## config.mk

```make
export PLATFORM = sky130hd
export DESIGN_NAME = fpcsr_unit
export DESIGN_NICKNAME = d
export VERILOG_FILES = /design/src/rtl/fpcsr_pkg.sv /design/src/rtl/fpcsr_view.sv /design/src/rtl/fpcsr_store.sv /design/src/rtl/fpcsr_resolve.sv /design/src/rtl/fpcsr_unit.sv
export SDC_FILE = /design/constraint.sdc
export NUM_CORES = 1
export LEC_CHECK = 0
export ABC_AREA = 1
export BUFFER_PORTS_ARGS = -buffer_cell sky130_fd_sc_hd__buf_2
export CAP_MARGIN = 20
export CORE_ASPECT_RATIO = 1.25
export CORE_MARGIN = 2
export CORE_UTILIZATION = 38
export CTS_BUF_LIST = sky130_fd_sc_hd__clkbuf_8
export DETAILED_ROUTE_END_ITERATION = 6
export GPL_ROUTABILITY_DRIVEN = 0
export HOLD_SLACK_MARGIN = 0.02
export PLACE_DENSITY = 0.85
export SLEW_MARGIN = 25
export SYNTH_ARGS = -nofsm -noshare
export SYNTH_HDL_FRONTEND = slang
export SYNTH_SLANG_ARGS = --single-unit
```

## constraint.sdc

```tcl
create_clock -name clk -period 1.5 [get_ports clk]
set_clock_uncertainty 0.2 [all_clocks]
set_input_delay 0 -clock clk [delete_from_list [all_inputs] [get_ports clk]]
set_output_delay 0 -clock clk [all_outputs]
set_load 0.05 [all_outputs]
```

## src/rtl/fpcsr_pkg.sv

```systemverilog
package fpcsr_pkg;

   localparam int FLAG_W = 5;
   localparam int RM_W   = 3;

   // flag bit positions inside every flags view
   localparam int FLG_NX = 0;
   localparam int FLG_UF = 1;
   localparam int FLG_OF = 2;
   localparam int FLG_DZ = 3;
   localparam int FLG_NV = 4;

   typedef logic [FLAG_W-1:0] fp_flags_t;

   typedef enum logic [RM_W-1:0] {
      RMODE_NEAR_EVEN = 3'b000,
      RMODE_TO_ZERO   = 3'b001,
      RMODE_DOWN      = 3'b010,
      RMODE_UP        = 3'b011,
      RMODE_NEAR_MAX  = 3'b100,
      RMODE_RSV5      = 3'b101,
      RMODE_RSV6      = 3'b110,
      RMODE_FROM_REG  = 3'b111
   } rmode_e;

   typedef enum logic [1:0] {
      VIEW_NONE  = 2'd0,
      VIEW_FLAGS = 2'd1,
      VIEW_RMODE = 2'd2,
      VIEW_BOTH  = 2'd3
   } csr_view_e;

   function automatic logic rm_bad_static(input logic [RM_W-1:0] code);
      return (code == RMODE_RSV5) || (code == RMODE_RSV6);
   endfunction

   function automatic logic rm_bad_dynamic(input logic [RM_W-1:0] code);
      return (code == RMODE_RSV5) || (code == RMODE_RSV6) || (code == RMODE_FROM_REG);
   endfunction

endpackage

```

## src/rtl/fpcsr_view.sv

```systemverilog
module fpcsr_view
   import fpcsr_pkg::*;
#(
   parameter int          XLEN       = 32,
   parameter int          ADDR_W     = 12,
   parameter logic [11:0] ADDR_FLAGS = 12'h001,
   parameter logic [11:0] ADDR_RMODE = 12'h002,
   parameter logic [11:0] ADDR_BOTH  = 12'h003
) (
   input  logic [ADDR_W-1:0] addr,
   input  logic              we,
   input  logic [XLEN-1:0]   wdata,
   input  fp_flags_t         flags_q,
   input  logic [RM_W-1:0]   rm_q,
   output logic              wr_flags,
   output logic              wr_rm,
   output fp_flags_t         wflags,
   output logic [RM_W-1:0]   wrm,
   output logic [XLEN-1:0]   rdata
);
   localparam int PACK_W = FLAG_W + RM_W;
   localparam int HI_W   = XLEN - PACK_W;

   csr_view_e sel;
   logic [HI_W-1:0] wdata_unused;

   assign wdata_unused = wdata[XLEN-1:PACK_W];

   always_comb begin
      if (addr == ADDR_W'(ADDR_FLAGS))      sel = VIEW_FLAGS;
      else if (addr == ADDR_W'(ADDR_RMODE)) sel = VIEW_RMODE;
      else if (addr == ADDR_W'(ADDR_BOTH))  sel = VIEW_BOTH;
      else                                  sel = VIEW_NONE;
   end

   // write steering: both fields live in one shared store
   always_comb begin
      wr_flags = we && (sel == VIEW_FLAGS || sel == VIEW_BOTH);
      wr_rm    = we && (sel == VIEW_RMODE || sel == VIEW_BOTH);
      wflags   = wdata[FLAG_W-1:0];
      wrm      = (sel == VIEW_BOTH) ? wdata[PACK_W-1:FLAG_W] : wdata[RM_W-1:0];
   end

   // read slices, zero-extended to the register width
   always_comb begin
      unique case (sel)
         VIEW_FLAGS: rdata = XLEN'(flags_q);
         VIEW_RMODE: rdata = XLEN'(rm_q);
         VIEW_BOTH:  rdata = XLEN'({rm_q, flags_q});
         default:    rdata = '0;
      endcase
   end

endmodule

```

## src/rtl/fpcsr_store.sv

```systemverilog
module fpcsr_store
   import fpcsr_pkg::*;
(
   input  logic            clk,
   input  logic            rst_n,
   input  logic            wr_flags,
   input  logic            wr_rm,
   input  fp_flags_t       wflags,
   input  logic [RM_W-1:0] wrm,
   input  logic            acc_valid,
   input  fp_flags_t       acc_flags,
   output fp_flags_t       flags_q,
   output logic [RM_W-1:0] rm_q
);
   fp_flags_t acc_hit;

   assign acc_hit = acc_valid ? acc_flags : '0;

   // one sticky cell per flag: software write merges with same-cycle accrual
   for (genvar b = 0; b < FLAG_W; b++) begin : g_flag
      logic base;
      assign base = wr_flags ? wflags[b] : flags_q[b];
      always_ff @(posedge clk or negedge rst_n) begin
         if (!rst_n) flags_q[b] <= 1'b0;
         else        flags_q[b] <= base | acc_hit[b];
      end
   end

   always_ff @(posedge clk or negedge rst_n) begin
      if (!rst_n)     rm_q <= RMODE_NEAR_EVEN;
      else if (wr_rm) rm_q <= wrm;
   end

   AST_FLAGS_STICKY: assert property (@(posedge clk) disable iff (!rst_n)
      !wr_flags |=> ((flags_q & $past(flags_q)) == $past(flags_q)))
      else $error("flag cleared without write");

   AST_ACCRUE_SET: assert property (@(posedge clk) disable iff (!rst_n)
      acc_valid |=> ((flags_q & $past(acc_flags)) == $past(acc_flags)))
      else $error("accrued flag lost");

   AST_RM_HOLD: assert property (@(posedge clk) disable iff (!rst_n)
      !wr_rm |=> $stable(rm_q))
      else $error("rounding mode changed without write");

endmodule

```

## src/rtl/fpcsr_resolve.sv

```systemverilog
module fpcsr_resolve
   import fpcsr_pkg::*;
(
   input  logic [RM_W-1:0] inst_rm,
   input  logic [RM_W-1:0] rm_q,
   output logic [RM_W-1:0] eff_rm,
   output logic            illegal
);
   logic use_dyn;

   assign use_dyn = (inst_rm == RMODE_FROM_REG);

   always_comb begin
      eff_rm  = use_dyn ? rm_q : inst_rm;
      illegal = use_dyn ? rm_bad_dynamic(rm_q) : rm_bad_static(inst_rm);
   end

   always_comb begin
      if (!use_dyn) assert (eff_rm == inst_rm) else $error("static rm not passed");
   end

endmodule

```

## src/rtl/fpcsr_unit.sv

```systemverilog
module fpcsr_unit
   import fpcsr_pkg::*;
#(
   parameter int          XLEN       = 32,
   parameter int          ADDR_W     = 12,
   parameter logic [11:0] ADDR_FLAGS = 12'h001,
   parameter logic [11:0] ADDR_RMODE = 12'h002,
   parameter logic [11:0] ADDR_BOTH  = 12'h003
) (
   input  logic              clk,
   input  logic              rst_n,
   input  logic [ADDR_W-1:0] csr_addr,
   input  logic              csr_we,
   input  logic [XLEN-1:0]   csr_wdata,
   output logic [XLEN-1:0]   csr_rdata,
   input  logic              acc_valid,
   input  logic [4:0]        acc_flags,
   input  logic [2:0]        inst_rm,
   output logic [2:0]        eff_rm,
   output logic              rm_illegal
);
   localparam int PACK_W = FLAG_W + RM_W;

   if (XLEN <= PACK_W) begin : g_bad_xlen
      $error("XLEN must exceed the packed field width");
   end
   if (ADDR_W < 2 || ADDR_W > 12) begin : g_bad_addr
      $error("ADDR_W out of range");
   end

   logic            wr_flags, wr_rm;
   fp_flags_t       wflags, flags_q;
   logic [RM_W-1:0] wrm, rm_q;

   fpcsr_view #(
      .XLEN(XLEN), .ADDR_W(ADDR_W),
      .ADDR_FLAGS(ADDR_FLAGS), .ADDR_RMODE(ADDR_RMODE), .ADDR_BOTH(ADDR_BOTH)
   ) u_view (
      .addr(csr_addr), .we(csr_we), .wdata(csr_wdata),
      .flags_q(flags_q), .rm_q(rm_q),
      .wr_flags(wr_flags), .wr_rm(wr_rm), .wflags(wflags), .wrm(wrm),
      .rdata(csr_rdata)
   );

   fpcsr_store u_store (
      .clk(clk), .rst_n(rst_n),
      .wr_flags(wr_flags), .wr_rm(wr_rm), .wflags(wflags), .wrm(wrm),
      .acc_valid(acc_valid), .acc_flags(acc_flags),
      .flags_q(flags_q), .rm_q(rm_q)
   );

   fpcsr_resolve u_resolve (
      .inst_rm(inst_rm), .rm_q(rm_q),
      .eff_rm(eff_rm), .illegal(rm_illegal)
   );

   AST_RDATA_HI_ZERO: assert property (@(posedge clk) disable iff (!rst_n)
      csr_rdata[XLEN-1:PACK_W] == '0)
      else $error("unused read bits set");

   AST_UNMAPPED_READ: assert property (@(posedge clk) disable iff (!rst_n)
      (csr_addr != ADDR_W'(ADDR_FLAGS) && csr_addr != ADDR_W'(ADDR_RMODE) &&
       csr_addr != ADDR_W'(ADDR_BOTH)) |-> csr_rdata == '0)
      else $error("unmapped address read nonzero");

   AST_STATIC_RANGE: assert property (@(posedge clk) disable iff (!rst_n)
      (inst_rm != 3'b111 && !rm_illegal) |-> eff_rm <= 3'b100)
      else $error("reserved static mode accepted");

   AST_DYN_RANGE: assert property (@(posedge clk) disable iff (!rst_n)
      (inst_rm == 3'b111 && !rm_illegal) |-> eff_rm <= 3'b100)
      else $error("reserved dynamic mode accepted");

endmodule

```

==> impl_metrics.env <==
export IMPL_synth_cell_type_count=21
export IMPL_post_synth_design_cell_area_um2=842
export IMPL_routed_via_density=4.25
export IMPL_post_cts_hold_buffer_count=22
export IMPL_hold_slack_ns=0.0453
export IMPL_initialDrtViolationCount=6
export IMPL_timing_critical_path_fanout_max=1
export IMPL_holdCritPathClass="in2reg"
export IMPL_gr_total_overflow=0
export IMPL_wire_per_inst_um=8.75
export IMPL_antenna_found_initial=0
export IMPL_detailedPlacementHpwl_um=1430
export IMPL_power_density_nw_per_um2=609
export IMPL_worstReg2RegEnd="u_store.flags_q[4]"
export IMPL_timing_critical_path_arrival_ns=1.30
export IMPL_drt_antenna_violating_nets=0
export IMPL_start_util=0.394
export IMPL_clk_path_buf_depth=2
export IMPL_clk_pin_slew_worst_paths_ns=0.04
export IMPL_area_delta_synth_final_pct=49.0
export IMPL_die_area_um2=2610
export IMPL_sw_frac_of_total=0.378
export IMPL_stdcell_count=212
export IMPL_cts_sink_count=8
export IMPL_p_switching_uw=289
export IMPL_timing_critical_path_cells="dlygate4sd3_1 > buf_2 > nand2_1 > dlygate4sd3_1 > nand3_1"
export IMPL_place_detailed_instances=187
export IMPL_p_leak_nw=0.736
export IMPL_crit_path_end_kind="register"
export IMPL_io_pin_count=92
export IMPL_dr_pass1_iters=2
export IMPL_crit_path_start="acc_flags[4]"
export IMPL_detail_route_drc_violations=0
export IMPL_setup_tns_final_ns=0
export IMPL_min_period_over_period=0.932
export IMPL_ys_warn_count=0
export IMPL_grtUsageTotal=0.154
export IMPL_vias=900
export IMPL_synthMostInstantiatedCell="nand2_1"
export IMPL_fp_row_count=19
export IMPL_finish_net_count=249
export IMPL_run_status="completed"
export IMPL_post_synth_most_frequent_cells="nand2_1 (36), buf_4 (24), inv_1 (13), nand3_1 (11), nor2_1 (9)"
export IMPL_report_power_total_uw=765
export IMPL_timing_critical_path_slowest_cell_delay_ns=0.54
export IMPL_drive_gt1_frac=0.314
export IMPL_internal_power_uw=475
export IMPL_h_tree_depth=1
export IMPL_max_freq_mhz=715
export IMPL_clock_power_share=0.328
export IMPL_timing_max_transition_violations_final=0
export IMPL_grt_start_max_net_pins=11
export IMPL_postSynthCellCount=123
export IMPL_worstSetupStartpointType="input port"
export IMPL_reg2reg_slack_ns=0.63
export IMPL_combPwrFrac=0.386
export IMPL_die_width_um=46.1
export IMPL_yosys_area_top_type_share=0.238
export IMPL_finalHoldViolCount=0
export IMPL_critical_path_slowest_cell="dlygate4sd3_1"
export IMPL_synth_yosys_seq_area_share=0.238
export IMPL_cts_tree="yes"
export IMPL_first_global_vias=766
export IMPL_critPathRequiredTime_ns=1.41
export IMPL_reg2reg_path_depth=2
export IMPL_ys_flop_type="dfrtp_1"
export IMPL_post_cts_resized=0
export IMPL_timing_worst_setup_path_type="in2reg"
export IMPL_crit_end="u_store.flags_q[4]"
export IMPL_maxCapViolations=0
export IMPL_min_period_ns=1.40
export IMPL_syn_mean_instance_area_um2=6.85
export IMPL_depth_of_the_worst_hold_timing_path=6
export IMPL_number_of_enable_type_register_cells_in_the_synthesized_netlist=0
export IMPL_critical_path_most_common_cell="dlygate4sd3_1"
export IMPL_synth_top_cells_by_area="dfrtp_1 (24%), buf_4 (21%), nand2_1 (16%)"
export IMPL_yosys_register_bits=8
export IMPL_vdd_ir_drop_worst_mv=0.524
export IMPL_num_antenna_cells=0
export IMPL_synth_area_leader_cell="dfrtp_1"
export IMPL_postCtsSetupBuffers=0
export IMPL_timing_final_setup_violations=0
export IMPL_global_route_wire_length_before_repair_um=2980
export IMPL_seqPwrFrac=0.286
export IMPL_ctsRootBufferMaster="clkbuf_8"
export IMPL_port_buffers=43
export IMPL_synth_async_reset_ratio=1.00
export IMPL_clk_insertion_delay_late_ns=0.23
export IMPL_fp_dieH_um=56.6
export IMPL_coreArea_um2=2140
export IMPL_grt_setup_unrepaired="false"
export IMPL_crit_reg2reg_launch="u_store.flags_q[4]"
export IMPL_finalWirelength_um=1850
export IMPL_tritoncts_num_buffers=3
-- area by class of cell --
class,instances,area (um^2)
multi-input cells,98,478
flip-flops and latches,8,200
clock buffers,3,41.3
fillers,216,885
well taps,21,26.3
repair buffers,67,450
inverters,15,58.8
-- placed cells by master (no fill, tap or decap) --
cell | Yosys | final
inv_1 | 13 | 13
nand3_2 | 1 | 1
o211a_1 | 1 | 1
nand4_1 | 3 | 3
nand3_1 | 11 | 11
clkinv_2 | 2 | 2
nor2_4 | 1 | 1
dfrtp_1 | 8 | 8
nand2_2 | 2 | 2
buf_4 | 24 | 2
conb_1 | 1 | 24
nand3_4 | 2 | 2
nand3b_1 | 1 | 1
nor2_2 | 2 | 2
o21ai_1 | 0 | 2
nor2_1 | 9 | 9
nor2_8 | 1 | 1
clkbuf_8 | 0 | 3
o21a_1 | 1 | 1
nand2_1 | 36 | 36
dlygate4sd3_1 | 0 | 22
buf_2 | 0 | 43
or2_4 | 1 | 1
-- logic make-up (layout without fill, tap and decap cells) --
group	Yosys count	count (layout)	synth area share
AO/OA/AOI/OAI	4	4	0.0327
buffers and inverters	40	85	0.297
flip-flops	8	8	0.238
other	1	24	0.00445
AND/OR/NAND/NOR	70	70	0.428
-- sequential cells by signal, indices dropped and copies added, names as in the netlist --
signal,count
u_store.rm_q,3
u_store.flags_q,5
-- how the worst min path moves through the flow --
stage	start	end	slack, ns
final	csr_addr[1]	u_store.rm_q[2]	0.05
after global routing	csr_addr[1]	u_store.rm_q[0]	0.1
after CTS	csr_addr[1]	u_store.rm_q[2]	0.05
after detailed placement	rst_n	u_store.flags_q[3]	-0.35
after global placement	rst_n	u_store.flags_q[4]	-0.36
after floorplan	rst_n	u_store.flags_q[0]	-0.50
-- routing by layer --
layer / share of wire / track usage / vias to the layer above / wire [um]
li1: - / - / 470 / -
met1: 0.36 / 0.170 / 386 / 665
met2: 0.55 / 0.272 / 40 / 1020
met3: 0.080 / 0.0289 / 4 / 149
met4: 0.011 / 0.0653 / 0 / 21
met5: 0 / 0 / - / 0
-- critical path: cells and delay by family --
kind | cells | cell delay (ns)
buffers and inverters | 3 | 1.18
AND/OR/NAND/NOR | 2 | 0.13
-- power by group through the flow --
stage	registers [mW]	logic, mW	clock network, mW
global route	0.218	0.314	0.271
CTS	0.218	0.294	0.256
global placement	0.221	0.251	0
finish	0.218	0.295	0.251
floorplan	0.221	0.243	0
detailed placement	0.221	0.252	0
-- stage by stage --
stage	utilization	area (um^2)	setup slack, ns
detailed placement	0.464	993	0.154
global placement	0.464	993	0.158
CTS	0.587	1250	0.0981
finish	0.587	1250	0.102
floorplan	-	928	0.00290
global route	0.587	1250	0.0362
No activity file was read; power rests on OpenSTA's default activity.
